===== config.mk =====
export PLATFORM = sky130hd
export DESIGN_NAME = ds_link_rx
export DESIGN_NICKNAME = d
export VERILOG_FILES = /design/src/rtl/ds_rx_pkg.sv /design/src/rtl/ds_rx_sync.sv /design/src/rtl/ds_rx_bitdet.sv /design/src/rtl/ds_rx_disc.sv /design/src/rtl/ds_rx_decode.sv /design/src/rtl/ds_link_rx.sv
export SDC_FILE = /design/constraint.sdc
export NUM_CORES = 1
export LEC_CHECK = 0
export BUFFER_PORTS_ARGS = -buffer_cell sky130_fd_sc_hd__buf_2
export CELL_PAD_IN_SITES_DETAIL_PLACEMENT = 2
export CELL_PAD_IN_SITES_GLOBAL_PLACEMENT = 2
export CORE_ASPECT_RATIO = 1.5
export CORE_MARGIN = 8
export CORE_UTILIZATION = 30
export CTS_BUF_LIST = sky130_fd_sc_hd__clkbuf_4
export DETAILED_ROUTE_END_ITERATION = 16
export GPL_TIMING_DRIVEN = 0
export PLACE_DENSITY = 0.74
export SLEW_MARGIN = 20
export SYNTH_ARGS = -nofsm -noshare
export SYNTH_HDL_FRONTEND = slang
export SYNTH_SLANG_ARGS = --single-unit

===== constraint.sdc =====
create_clock -name clk -period 1.9 [get_ports clk]
set_input_delay 0.38 -clock clk [delete_from_list [all_inputs] [get_ports clk]]
set_output_delay 0.38 -clock clk [all_outputs]
set_load 0.02 [all_outputs]

===== src/rtl/ds_rx_pkg.sv =====
package ds_rx_pkg;
  typedef enum logic [1:0] {DEC_HUNT, DEC_RUN, DEC_HALT} dec_state_e;

  // control codes: {first bit, second bit} after the flag bit
  localparam logic [1:0] CC_FCT = 2'b00;
  localparam logic [1:0] CC_EOP = 2'b01;
  localparam logic [1:0] CC_EEP = 2'b10;
  localparam logic [1:0] CC_ESC = 2'b11;

  // last seven bits of a NULL, oldest in bit 6
  localparam logic [6:0] NULL_TAIL = 7'b1110100;

  typedef struct packed {
    logic nul;
    logic fct;
    logic chr;
    logic tcode;
    logic perr;
    logic eerr;
    logic derr;
  } rx_evt_t;
endpackage


===== src/rtl/ds_rx_sync.sv =====
module ds_rx_sync #(
  parameter int STAGES = 2,
  parameter int WIDTH  = 2
) (
  input  logic             clk,
  input  logic             rst_n,
  input  logic [WIDTH-1:0] din,
  output logic [WIDTH-1:0] dout
);
  logic [STAGES-1:0][WIDTH-1:0] stg;

  generate
    if (STAGES == 1) begin : g_single
      always_ff @(posedge clk or negedge rst_n)
        if (!rst_n) stg <= '0;
        else        stg <= din;
    end else begin : g_chain
      always_ff @(posedge clk or negedge rst_n)
        if (!rst_n) stg <= '0;
        else        stg <= {stg[STAGES-2:0], din};
    end
  endgenerate

  assign dout = stg[STAGES-1];
endmodule


===== src/rtl/ds_rx_bitdet.sv =====
module ds_rx_bitdet (
  input  logic clk,
  input  logic rst_n,
  input  logic en,
  input  logic d,
  input  logic s,
  output logic bit_stb,
  output logic bit_val
);
  logic x_now, x_prev;

  assign x_now = d ^ s;

  // previous level tracks even while disabled so enabling adds no bit
  always_ff @(posedge clk or negedge rst_n)
    if (!rst_n) x_prev <= 1'b0;
    else        x_prev <= x_now;

  assign bit_stb = en & (x_now ^ x_prev);
  assign bit_val = d;
endmodule


===== src/rtl/ds_rx_disc.sv =====
module ds_rx_disc #(
  parameter int LIMIT = 212
) (
  input  logic clk,
  input  logic rst_n,
  input  logic arm,
  input  logic bit_stb,
  output logic expire
);
  localparam int CW = $clog2(LIMIT + 1);
  localparam logic [CW-1:0] TOP = CW'(LIMIT - 1);

  logic [CW-1:0] cnt;

  always_ff @(posedge clk or negedge rst_n)
    if (!rst_n)                  cnt <= '0;
    else if (!arm || bit_stb)    cnt <= '0;
    else if (cnt != TOP)         cnt <= cnt + 1'b1;

  assign expire = arm & ~bit_stb & (cnt == TOP);
endmodule


===== src/rtl/ds_rx_decode.sv =====
module ds_rx_decode
  import ds_rx_pkg::*;
(
  input  logic       clk,
  input  logic       rst_n,
  input  logic       en,
  input  logic       bit_stb,
  input  logic       bit_val,
  input  logic       expire,
  output logic       locked,
  output logic       halted,
  output rx_evt_t    evt,
  output logic       flag_o,
  output logic [7:0] byte_o
);
  dec_state_e st;
  logic [6:0] win;
  logic [3:0] cnt;
  logic       par_q, flag_q, prev_par, esc;
  logic [7:0] sh;

  logic [6:0] win_nx;
  logic [7:0] sh_nx;
  logic [1:0] code;
  logic       last, pay_par, par_ok;

  always_comb begin
    win_nx  = {win[5:0], bit_val};
    sh_nx   = {bit_val, sh[7:1]};
    code    = {sh_nx[6], sh_nx[7]};
    last    = flag_q ? (cnt == 4'd3) : (cnt == 4'd9);
    pay_par = flag_q ? (sh_nx[6] ^ sh_nx[7]) : (^sh_nx);
    par_ok  = prev_par ^ par_q ^ flag_q;
  end

  always_ff @(posedge clk or negedge rst_n) begin
    if (!rst_n) begin
      st <= DEC_HUNT; win <= '0; cnt <= '0; par_q <= 1'b0; flag_q <= 1'b0;
      prev_par <= 1'b0; esc <= 1'b0; sh <= '0; evt <= '0;
      flag_o <= 1'b0; byte_o <= '0;
    end else begin
      evt <= '0;
      if (!en) begin
        st <= DEC_HUNT; win <= '0; cnt <= '0; esc <= 1'b0; prev_par <= 1'b0;
      end else begin
        case (st)
          DEC_HUNT: if (bit_stb) begin
            win <= win_nx;
            if (win_nx == NULL_TAIL) begin
              st <= DEC_RUN; evt.nul <= 1'b1;
              cnt <= '0; esc <= 1'b0; prev_par <= 1'b0;
            end
          end
          DEC_RUN: if (expire) begin
            evt.derr <= 1'b1; st <= DEC_HALT;
          end else if (bit_stb) begin
            if (cnt == 4'd0) begin
              par_q <= bit_val; cnt <= 4'd1;
            end else if (cnt == 4'd1) begin
              flag_q <= bit_val; cnt <= 4'd2;
            end else begin
              sh <= sh_nx;
              if (!last) cnt <= cnt + 4'd1;
              else begin
                cnt <= '0; prev_par <= pay_par;
                if (!par_ok) begin
                  evt.perr <= 1'b1; st <= DEC_HALT;
                end else if (flag_q) begin
                  case (code)
                    CC_FCT: if (esc) begin evt.nul <= 1'b1; esc <= 1'b0; end
                            else evt.fct <= 1'b1;
                    CC_ESC: if (esc) begin evt.eerr <= 1'b1; st <= DEC_HALT; end
                            else esc <= 1'b1;
                    default: if (esc) begin evt.eerr <= 1'b1; st <= DEC_HALT; end
                             else begin
                               evt.chr <= 1'b1; flag_o <= 1'b1;
                               byte_o <= {7'd0, code == CC_EEP};
                             end
                  endcase
                end else if (esc) begin
                  evt.tcode <= 1'b1; byte_o <= sh_nx; esc <= 1'b0;
                end else begin
                  evt.chr <= 1'b1; flag_o <= 1'b0; byte_o <= sh_nx;
                end
              end
            end
          end
          default: ;
        endcase
      end
    end
  end

  assign locked = (st == DEC_RUN);
  assign halted = (st == DEC_HALT);
endmodule


===== src/rtl/ds_link_rx.sv =====
module ds_link_rx
  import ds_rx_pkg::*;
#(
  parameter int DISC_CYCLES = 212,
  parameter int SYNC_STAGES = 2
) (
  input  logic       clk,
  input  logic       rst_n,
  input  logic       rx_en,
  input  logic       ds_d,
  input  logic       ds_s,
  output logic       got_bit,
  output logic       null_seen,
  output logic       fct_seen,
  output logic       char_valid,
  output logic       char_flag,
  output logic [7:0] char_data,
  output logic       time_valid,
  output logic [1:0] time_ctrl,
  output logic [5:0] time_value,
  output logic       err_parity,
  output logic       err_escape,
  output logic       err_disconnect
);
  logic [1:0] wires_sync;
  logic       bit_stb, bit_val, expire, dec_locked, dec_halted;
  rx_evt_t    evt;
  logic [7:0] dec_byte;

  ds_rx_sync #(.STAGES(SYNC_STAGES), .WIDTH(2)) u_sync (
    .clk(clk), .rst_n(rst_n), .din({ds_d, ds_s}), .dout(wires_sync));

  ds_rx_bitdet u_bitdet (
    .clk(clk), .rst_n(rst_n), .en(rx_en), .d(wires_sync[1]), .s(wires_sync[0]),
    .bit_stb(bit_stb), .bit_val(bit_val));

  ds_rx_disc #(.LIMIT(DISC_CYCLES)) u_disc (
    .clk(clk), .rst_n(rst_n), .arm(dec_locked), .bit_stb(bit_stb), .expire(expire));

  ds_rx_decode u_dec (
    .clk(clk), .rst_n(rst_n), .en(rx_en), .bit_stb(bit_stb), .bit_val(bit_val),
    .expire(expire), .locked(dec_locked), .halted(dec_halted), .evt(evt),
    .flag_o(char_flag), .byte_o(dec_byte));

  always_ff @(posedge clk or negedge rst_n)
    if (!rst_n)      got_bit <= 1'b0;
    else if (!rx_en) got_bit <= 1'b0;
    else if (bit_stb) got_bit <= 1'b1;

  assign null_seen      = evt.nul;
  assign fct_seen       = evt.fct;
  assign char_valid     = evt.chr;
  assign time_valid     = evt.tcode;
  assign err_parity     = evt.perr;
  assign err_escape     = evt.eerr;
  assign err_disconnect = evt.derr;
  assign char_data      = dec_byte;
  assign time_value     = dec_byte[5:0];
  assign time_ctrl      = dec_byte[7:6];
endmodule


Word-level counts from Yosys, hierarchy flattened --
Cells that the tools add are included.
Storage, ports and cells: flip-flop bits (word level) 54, logic and storage cells 165, bits of input ports 5, output and inout port bits 25
Operators by class: multiplexer cells 80, add/sub/neg operators 2, equal/unequal tests 30, reduce and logical (&&, ||, !) cells 18, bitwise operators 13
Operator list (number):
- two-way mux 6 bit | 9
- two-way mux 8 bit | 5
- AND reduction 10 bit | 4
- two-way mux 1 bit | 36
- two-way mux 4 bit | 9
- two-way mux 2 bit | 14
- inequality test 3 bit (second input constant) | 5
- inequality test 4 bit (second input constant) | 3
- AND reduction 6 bit | 2
- inequality test 5 x 4 -> 1 bit (second input constant) | 2
- inequality test 5 bit (second input constant) | 2
- AND reduction 5 bit | 2
- inequality test 3 x 2 -> 1 bit (second input constant) | 3
- adder 8 x 1 -> 8 bit (second input constant) | 1
- equality test 8 bit (second input constant) | 1
- inequality test 8 bit (second input constant) | 1
- case mux 1 bit (2 select lines) | 4
- case mux 4 bit (2 select lines) | 1
- AND reduction 8 bit | 1
- parity 8 bit | 1
- equality test 7 bit (second input constant) | 1
- two-way mux 7 bit | 1
- inverter 1 bit | 5
- XOR 1 bit | 5
- 19 further kinds | 25

Depth between registers and ports, before layout --
Gate-level depths: netlist of the first run.
depth in word-level cells 12, depth in mapped cells 8

Modules after synthesis --
A second synthesis of the first run with hierarchy kept.
Second synthesis, totals: cell total of the unflattened synthesis 258, area total of the unflattened synthesis 2676.3 µm²
Modules (own cells, without submodules):
- ds_rx_decode | times used 1, area an instance 1968.1 µm², cells each 190
- ds_rx_disc | times used 1, area an instance 431.7 µm², cells each 46
- ds_rx_sync | times used 1, area an instance 115.1 µm², cells each 6
- ds_link_rx | times used 1, area an instance 92.6 µm², cells each 10
- ds_rx_bitdet | times used 1, area an instance 68.8 µm², cells each 6

Worst setup path before layout of the first run --
OpenSTA, ideal clock, no wires.
path type flip-flop to flip-flop, from reg u_dec.cnt[0], to reg u_dec.st[0], library setup time 0.119 ns, period minus slack after synthesis 1.786 ns, path buffers 0, arrival 1.668 ns, cell stages (with the launch flop) 9, data required time 1.781 ns, slack 0.114 ns, cells stage by stage dfrtp_1 -> inv_1 -> ha_1 -> nor4bb_1 -> o221a_2 -> nand3_1 -> a21oi_1 -> o21ai_1 -> a21bo_1
Between the ends: longest elaborated chain between the ends 4
Ends and longest elaborated chain:
- start, declared | line ds_rx_decode.sv:18 | logic [3:0] cnt;
- start signal, assigned | line ds_rx_decode.sv:63 | if (!last) cnt <= cnt + 4'd1;
- equality test 4 bit or equality test 4 x 2 -> 1 bit (tied branches) | line ds_rx_decode.sv:31 | last = flag_q ? (cnt == 4'd3) : (cnt == 4'd9);
- two-way mux 1 bit | line ds_rx_decode.sv:31
- inequality test 4 x 3 -> 1 bit (no source line)
- AND reduction 10 bit (no source line) (*)
- end signal, assigned | line ds_rx_decode.sv:38 | st <= DEC_HUNT; win <= '0; cnt <= '0; par_q <= 1'b0; flag_q <= 1'b0;
- end signal, assigned | line ds_rx_decode.sv:44 | st <= DEC_HUNT; win <= '0; cnt <= '0; esc <= 1'b0; prev_par <= 1'b0;
- end signal, assigned | line ds_rx_decode.sv:50 | st <= DEC_RUN; evt.nul <= 1'b1;
- end, declared | line ds_rx_decode.sv:16 | dec_state_e st;
Mark *: on every way between the ends. The rest lies on a longest branch, timed or not. A chain may end at the register's enable or synchronous reset.

Final worst setup path of the first run --
from reg u_dec.win[0], to reg u_dec.esc
Between the ends: longest elaborated chain between the ends 3
Ends and longest elaborated chain:
- start, declared | line ds_rx_decode.sv:17 | logic [6:0] win;
- start signal, assigned | line ds_rx_decode.sv:48 | win <= win_nx;
- equality test 7 bit | line ds_rx_decode.sv:49 | if (win_nx == NULL_TAIL) begin
- inequality test 3 x 2 -> 1 bit (no source line)
- AND reduction 10 bit (no source line)
- end signal, assigned | line ds_rx_decode.sv:44
- end signal, assigned | line ds_rx_decode.sv:51 | cnt <= '0; esc <= 1'b0; prev_par <= 1'b0;
- end signal, assigned | line ds_rx_decode.sv:70 | CC_FCT: if (esc) begin evt.nul <= 1'b1; esc <= 1'b0; end
- end, declared | line ds_rx_decode.sv:19 | logic par_q, flag_q, prev_par, esc;
Every way passes these cells.

==> results of run 1 <==
[placed cells by master (no fill, tap or decap), types with 3 or more instances in the layout]
master	instances
a21boi_0	5
a21oi_1	5
and4_1	3
buf_2	30
buf_4	24
clkbuf_4	5
dfrtp_1	50
dfrtp_2	3
ha_1	6
inv_1	12
nand2_1	32
nand3_1	12
nand4_1	3
nor2_1	14
nor2_2	3
nor3_1	5
o21ai_0	17
o21ai_1	5
o21ai_2	4
o21ai_4	4
o41ai_2	8
xnor2_1	11
xor2_1	4
[area by class of cell]
type	count	area [µm²]	area share
multi-input cells	183	1385	0.4061
flip-flops and latches	53	1330	0.3900
repair buffers	45	285.3	0.08364
well taps	110	137.6	0.04035
plain buffers	16	117.6	0.03448
clock inverters	3	65.06	0.01908
inverters	14	52.55	0.01541
clock buffers	5	37.54	0.01101
[how the worst max path moves through the flow]
stage	end	startpoint	slack, ps
2_1_floorplan	u_dec.st[0]	u_dec.cnt[0]	110
3_3_place_gp	u_dec.sh[3]	u_dec.cnt[0]	-270
3_5_place_dp	u_dec.sh[1]	u_dec.cnt[1]	-340
4_1_cts	u_dec.byte_o[1]	u_dec.cnt[0]	-20
5_1_grt	u_dec.byte_o[7]	u_dec.cnt[0]	-50
6_report	u_dec.esc	u_dec.win[0]	10
[critical path, cell delays in order (launching register included)]
cell and delay (ps):
dfrtp_1 420, nand4b_1 210, o41a_1 490, o21a_4 250, buf_4 150, o21ai_0 200
nand2_1 90
[stage by stage]
step                power, mW  hold slack, ps  utilization  setup WS [ps]  instance area [µm²]
global route            2.160           48.58       0.3887         -52.51                 3411
floorplan               1.236           84.41            -          113.6                 2706
finish                  2.090           14.01       0.3887          12.15                 3411
global placement        1.290           332.5       0.3406         -270.9                 2989
detailed placement      1.294           344.1       0.3409         -342.7                 2992
CTS                     2.101           43.65       0.3647         -24.01                 3201
[layer usage]
metal,vias to the layer above,share of wire,track usage
met5,-,0,0
met4,0,0.011,0.03454
met3,6,0.023,0.02281
met2,24,0.58,0.2333
met1,1127,0.39,0.1278
li1,1019,-,-
[registers in the layout (all words and copies together), names as in the netlist, 2 cells and up]
| register | flops |
|---|---|
| u_sync.dout | 2 |
| u_dec.cnt | 4 |
| u_dec.sh | 7 |
| u_dec.byte_o | 8 |
| u_disc.cnt | 8 |
| u_dec.win | 6 |
| u_sync.stg | 2 |
| u_dec.evt | 7 |
| u_dec.st | 2 |
[power by group through the flow]
stage	Combinational [mW]	Sequential [mW]	Clock, mW
finish	0.141	1.15	0.797
global route	0.155	1.15	0.850
CTS	0.130	1.15	0.818
detailed placement	0.119	1.18	0
global placement	0.116	1.17	0
floorplan	0.0608	1.18	0
[repair_timing]
action                     4_1_cts  5_1_grt
setup buffers                    7        8
hold buffers                     0        0
setup endpoints to repair       30       27
gates resized for setup         15       30
pin swaps                        7       19
gates cloned                     0        2
[cell families (layout without fill, tap and decap cells)]
family | after synthesis | count (layout)
simple gates | 92 | 93
fa+ha+maj | 8 | 8
compound gates | 64 | 64
xor+xnor | 17 | 17
mux | 1 | 1
flops | 53 | 53
buf+inv | 31 | 83
==> metrics, run 1 <==
Power Dens Cells=612.7 nW/µm²; IO Port Bufs=29; antenna violations before repair=0; TritonCTS clock tree=yes; io pins=30; syn_area_per_cell=10.17 µm²; worst skew pair latency=400 ps; max_cap viols=0; Post-Syn Nets=between 200 and 300; height of the chip=132.3 µm; top-count cell post-synth=dfrtp_1; Overflow after GRT=0; Placed Cells incl. Taps=405; P_sw=493.9 µW; drt first-iter violations=29; min-delay worst type=primary input to asynchronous set/reset pin; CTS Buffer Depth=2; area grow syn2layout=26.03%; status=finished clean; RSZ-0062 raised after global routing=true; drt first pass iters=4; largest family of logic cells by synthesized area=compound AO/OA/AOI/OAI gates; post-synthesis compound-gate area fraction=0.1780; simple-gate share of the synthesized area=0.1697; Post-synth top flop=dfrtp_1; FF-to-FF Start=u_dec.win[0]; XOR/XNOR Fraction of Synth Area=0.06103; clock tree root buffer cell=clkbuf_4; Worst Skew=26.36 ps; Vias/cell=around 5; GP Congestion=0.7427; fin crit period=1888 ps; CTS H-tree lvls=2; r2r endpoint=u_dec.esc; VDD IR max=approximately 0.4 mV; Synth Cell Area=2706 µm²; share of layout cells above drive strength 1=0.3511; Pins Over Slew Limit=0; final hold viol count=0; Die Area=12380 µm²; Setup-failing EPs final=0; Cells after Synth=266; Core Region=8776 µm²; Sw Share=0.2363; Syn. warnings=0; R2R cell count=6; antenna viol nets, final=0; final setup TNS=0 ps; diode count=0; P_int=1.596 mW; Yosys top cell by area=dfrtp_1; vias in the first global route=2492; Total GRT Usage=0.1219; post-DR wirelength/cell=roughly 18 µm; #FFs+latches synth=53; fmax=around 530 MHz; Tcrit/Tclk final=0.9936; mux share of post-synthesis cell area=0.003699; Post-synth EDFFs=0; Reg power frac=0.551; Inserted Clock Buffers=5; Die Width=93.55 µm; # DRC=0; total leakage power=1.538 nW; vias post-DR=2176; Post-Layout Cell Count=429; first-pass GRT wire length=12250 µm; post-synthesis adder-cell area fraction=0.03699; FFs w/ async S/R, synth=1.000; Synth cell types=48; clock share of power=0.381; critical path peak fanout=5; Synth area leaders=dfrtp_1, o41ai_2, nand2_1; CP Class=register to register; worst path required time=2210 ps; Routed WL=7607 µm; Yosys top cell area share=0.4901; Slew @ Worst Pin=703.8 ps; Num Clock Sinks=53; Startpoint Class=register; largest net degree at the start of global routing=54; Slew HR=0.5308; Reg clk slew, reported paths=180 ps; Initial Utilization=0.3084; R2R Setup Slk=10 ps; crit end category=register; fillers=961; Nets=331; Post-synth top cells=dfrtp_1, nand2_1, o21ai_0; num rows=42; Post-DP HPWL=between 5000 and 6000 µm; combinational share of power=0.067; Worst EP arrival=2190 ps; post-synthesis sequential area ratio=0.4901
Power figures use the tool's default switching activity.
==> inputs of run 2 (changes only) <==
--- a/config.mk
+++ b/config.mk
@@ -10,11 +10,11 @@
 export CELL_PAD_IN_SITES_GLOBAL_PLACEMENT = 2
 export CORE_ASPECT_RATIO = 1.5
 export CORE_MARGIN = 8
-export CORE_UTILIZATION = 30
+export CORE_UTILIZATION = 35
 export CTS_BUF_LIST = sky130_fd_sc_hd__clkbuf_4
 export DETAILED_ROUTE_END_ITERATION = 16
 export GPL_TIMING_DRIVEN = 0
-export PLACE_DENSITY = 0.74
+export PLACE_DENSITY = 0.84
 export SLEW_MARGIN = 20
 export SYNTH_ARGS = -nofsm -noshare
 export SYNTH_HDL_FRONTEND = slang
==> metrics, run 2 (same netlist as run 1, synthesis figures left out) <==
Worst Skew=14.40 ps; Num Clock Sinks=53; Largest regs=u_dec.byte_o (8), u_disc.cnt (8); P_sw=between 400 and 500 µW; worst path required time=2150 ps; Die Width=a little under 90 µm; drt first pass iters=5; CTS H-tree lvls=2; Sw Share=0.2458; Util after Layout=0.4554; first-pass GRT wire length=roughly 13000 µm; failing checks=setup timing; fillers=798; Reg clk slew, reported paths=160 ps; Core Region=7564 µm²; antenna violations before repair=0; vias post-DR=2262; # DRC=0; Slew @ Worst Pin=709.3 ps; Reg power frac=0.595; CP Class=register to register; Overflow after GRT=0; CTS Buffer Depth=2; Setup-failing EPs final=11; height of the chip=123.7 µm; combinational share of power=0.073; largest net degree at the start of global routing=54; Post-DP HPWL=5313 µm; clock tree root buffer cell=clkbuf_4; most common cell after layout, fill and taps aside=dfrtp_1; met2 Usage GRT=0.3118; num rows=39; Slew HR=0.5271; critical path peak fanout=6; Nets=332; GP Congestion=between 0.7 and 0.8; fin crit period=1970 ps; share of layout cells above drive strength 1=0.3594; R2R cell count=8; max_cap viols=0; grt met3 use=0.02840; worst skew pair latency=roughly 380 ps; RSZ-0062 raised after global routing=true; Startpoint Class=register; area grow syn2layout=27.28%; Power Dens Cells=563.3 nW/µm²; antenna viol nets, final=0; vias in the first global route=approximately 2500; IO Port Bufs=29; Tcrit/Tclk final=1.037; crit end category=register; met1 Use GR=0.1533; io pins=30; total leakage power=approximately 1.6 nW; min-delay worst type=primary input to asynchronous set/reset pin; Placed Cells incl. Taps=397; Initial Utilization=0.3578; Total GRT Usage=0.1556; commonest cells after routing, fill and taps aside=dfrtp_1, nand2_1, buf_2; Pins Over Slew Limit=0; clock share of power=0.332; GR peak layer=met2; final worst slack=-70.15 ps; Die Area=10860 µm²; VDD IR max=between 0.3 and 0.4 mV; R2R Setup Slk=-70 ps; Routed WL=9039 µm; diode count=0; final hold viol count=0; P_int=around 1.5 mW; status=finished, violations left; Post-Layout Cell Count=between 400 and 500; Inserted Clock Buffers=5; drt first-iter violations=68; post-DR wirelength/cell=21.42 µm; fmax=507.6 MHz; Vias/cell=5.360; Worst EP arrival=2220 ps; TritonCTS clock tree=yes
## run 2: cell types whose count changed in the layout (fill, tap and decap cells not counted), sizes merged
cell	change
buf	+3
clkinvlp	+2
nand3	-1
clkbuf	-1
bufinv	-1
inv	-1
## run 2: critical path, stage by stage (launching register included)
cell and delay, ps:
dfrtp_2 430, inv_2 70, ha_4 160, nor4bb_1 250
o221a_2 350, nand2_4 160, clkbuf_16 200, o21ai_4 140
o41ai_2 90
## run 2: worst paths after layout
path                               start              end
max                         u_dec.cnt[0]  u_dec.byte_o[6]
min                                rst_n    u_disc.cnt[4]
max reg2reg                 u_dec.cnt[0]  u_dec.byte_o[6]
min reg2reg                u_sync.stg[0]   u_sync.dout[0]
max in group asynchronous          rst_n   u_sync.dout[1]
min in group clk                    ds_d    u_sync.stg[1]
## run 2: area by class of cell
type                            instances  area [µm²]  area share
Clock buffer                            5       37.54     0.01090
Clock inverter                          3       41.29     0.01199
Multi-Input combinational cell        182        1423      0.4130
Timing Repair Buffer                   47       304.0     0.08827
Buffer                                 16       125.1     0.03632
Inverter                               14       56.30     0.01635
Tap cell                              102       127.6     0.03705
Sequential cell                        53        1330      0.3861
## run 2: what timing repair did
| action | CTS | global route |
|---|---|---|
| setup endpoints to repair | 30 | 28 |
| buffers inserted | 5 | 12 |
| resized for setup | 27 | 28 |
| hold buffers | 0 | 0 |
| pin swaps | 4 | 16 |
| gates cloned | 0 | 1 |
## run 2: power by group through the flow
stage,registers [mW],logic (mW),clock network [mW]
final,1.15,0.142,0.644
after global routing,1.16,0.158,0.708
after CTS,1.15,0.123,0.656
after detailed placement,1.17,0.117,0
after global placement,1.17,0.114,0
after floorplan,1.18,0.0608,0
## run 2: metrics by stage
step / instance area, µm² / TNS [ps] / power, mW / worst slack, ps / hold slack, ps
2_1_floorplan: 2706 / 0 / 1.236 / 113.6 / 84.41
3_3_place_gp: 2979 / -2693 / 1.288 / -267.2 / 331.3
3_5_place_dp: 2982 / -4424 / 1.292 / -348.6 / 341.7
4_1_cts: 3189 / 0 / 1.933 / 0.5747 / 42.63
5_1_grt: 3445 / -2229 / 2.022 / -175.4 / 59.65
6_report: 3445 / -439.5 / 1.940 / -70.15 / 29.58
## run 2: metal layers
layer,vias up,part of all wire
met3,17,0.025
li1,1021,-
met2,45,0.60
met1,1179,0.36
met5,-,0
met4,0,0.016
==> inputs of run 3 (changes only) <==
--- a/config.mk
+++ b/config.mk
@@ -8,7 +8,7 @@
 export BUFFER_PORTS_ARGS = -buffer_cell sky130_fd_sc_hd__buf_2
 export CELL_PAD_IN_SITES_DETAIL_PLACEMENT = 2
 export CELL_PAD_IN_SITES_GLOBAL_PLACEMENT = 2
-export CORE_ASPECT_RATIO = 1.5
+export CORE_ASPECT_RATIO = 0.8
 export CORE_MARGIN = 8
 export CORE_UTILIZATION = 35
 export CTS_BUF_LIST = sky130_fd_sc_hd__clkbuf_4
==> metrics, run 3 (same netlist as run 1, synthesis figures left out) <==
Post-DP HPWL=roughly 5000 µm; total power=1.797 mW; VDD IR max=~0.23 mV; CP Class=register to register; Routed WL=9272 µm; Worst EP arrival=between 2000 and 2500 ps; clock tree root buffer cell=clkbuf_4; highest routed layer=met4; largest net degree at the start of global routing=54; total leakage power=1.579 nW; Core Region=approximately 7500 µm²; worst path required time=about 2200 ps; max incr delay on CP=450 ps; Num Clock Sinks=53; Util after Layout=0.4634; Reg power frac=0.642; wl on met1=between 4000 and 5000 µm; post-DR wirelength/cell=between 20 and 25 µm; Worst path slowest cell=dfrtp_2; commonest cells after routing, fill and taps aside=dfrtp_1, nand2_1, buf_2; io pins=30; Nets=~330; final worst slack=-153.8 ps; vias in the first global route=approximately 2500; status=finished, violations left; Slew @ Worst Pin=between 800 and 900 ps; Die Width=114.3 µm; Initial Utilization=0.3627; met2 wire length=4839 µm; critical path peak fanout=7; diode count=0; fin crit period=2054 ps; Largest regs=u_dec.byte_o (8), u_disc.cnt (8); CTS Buffer Depth=2; CP cell instances=inv_1 > ha_1 > o211ai_1 > buf_4 > nand3_4 > a21oi_2 > o21ai_2 > a21bo_1; cell area after layout=3458 µm²; CTS H-tree lvls=2; Power Dens Cells=519.6 nW/µm²; area grow syn2layout=27.79%; CP startpoint=u_sync.dout[1]; antenna viol nets, final=0; RSZ-0062 raised after global routing=true; most common cell after layout, fill and taps aside=dfrtp_1; GP Congestion=0.7772; IO Port Bufs=29; Vias/cell=~5.4; fmax=486.9 MHz; Slew HR=0.4618; P_int=1.317 mW; min-delay worst type=primary input to asynchronous set/reset pin; Post-Layout Cell Count=between 400 and 500; Reg clk slew, reported paths=~150 ps; first-pass GRT wire length=between 10000 and 15000 µm; drt first-iter violations=52; share of layout cells above drive strength 1=0.3594; vias post-DR=between 2000 and 2500; Overflow after GRT=0; family with the most delay on the worst path=compound AO/OA/AOI/OAI gates; CP bufs+invs=2; Inserted Clock Buffers=5; Total GRT Usage=0.1604; failing checks=setup timing; routed wire length on met3=264 µm; FF-to-FF Start=u_sync.dout[1]; DP Area=2985 µm²; combinational share of power=0.075; Die Area=10820 µm²; Startpoint Class=register; Placed Cells incl. Taps=400; Tcrit/Tclk final=1.081; clock share of power=0.283; # DRC=0; height of the chip=94.65 µm; hold_buf cts=0; TritonCTS clock tree=yes; num rows=28; worst skew pair latency=between 300 and 400 ps; Worst Skew=20.64 ps; antenna violations before repair=0; crit end category=register; Sw Share=0.2673; fillers=787; max_cap viols=0; Setup-failing EPs final=11; final hold viol count=0; drt first pass iters=4; Pins Over Slew Limit=0; P_sw=480.3 µW
==> run 3: cell types whose count changed in the layout (fill, tap and decap cells not counted), moves of 2 or more <==
cell | previous run | this run
o21ai_1 | 3 | 7
clkinvlp_4 | 2 | 0
buf_6 | 3 | 5
buf_4 | 25 | 22
o21ai_4 | 6 | 4
o21ai_0 | 18 | 15
==> run 3: cell type report <==
cell class | count | area (µm²) | share of cell area
repair buffers | 47 | 330.3 | 0.09551
clock inverters | 3 | 12.51 | 0.003618
well taps | 105 | 131.4 | 0.03799
multi-input cells | 182 | 1443 | 0.4171
clock buffers | 5 | 37.54 | 0.01085
inverters | 14 | 52.55 | 0.01520
flip-flops and latches | 53 | 1330 | 0.3846
plain buffers | 16 | 121.4 | 0.03509
==> run 3: layer usage <==
metal  GRT usage  up-vias
met1      0.2005     1226
met4     0.05746        0
met2      0.2742       41
li1            -     1026
met5           0        -
met3     0.02870       11
==> run 3: what timing repair did <==
item / CTS / global route
gates cloned: 1 / 0
setup buffers: 9 / 8
setup endpoints to repair: 29 / 29
gates resized for setup: 36 / 27
pin swaps: 16 / 9
==> run 3: per-stage QoR <==
stage	hold slack (ps)	setup TNS, ps	setup WS [ps]
3_5_place_dp	337.2	-4683	-366.8
5_1_grt	42.78	-1828	-281.6
3_3_place_gp	336.5	-2000	-228.1
4_1_cts	34.61	-327.7	-44.59
6_report	1.224	-658.2	-153.8
2_1_floorplan	84.41	0	113.6
==> run 3: final timing paths <==
| check | to | slack (ps) | depth (start not counted) |
|---|---|---|---|
| max in group asynchronous | u_dec.cnt[0] | 1370 | 1 |
| max | u_dec.st[0] | -150 | 8 |
| min reg2reg | u_sync.dout[0] | 370 | 0 |
| min | u_disc.cnt[6] | 1 | 1 |
| min in group clk | u_sync.stg[1] | 100 | 1 |
| max reg2reg | u_dec.st[0] | -150 | 8 |
==> run 3: power groups by stage <==
stage          Clock [mW]  Combinational (mW)  Sequential (mW)
6_report            0.508               0.135             1.15
3_3_place_gp            0               0.114             1.17
5_1_grt             0.562               0.147             1.16
4_1_cts             0.511               0.119             1.15
3_5_place_dp            0               0.117             1.17
2_1_floorplan           0              0.0608             1.18
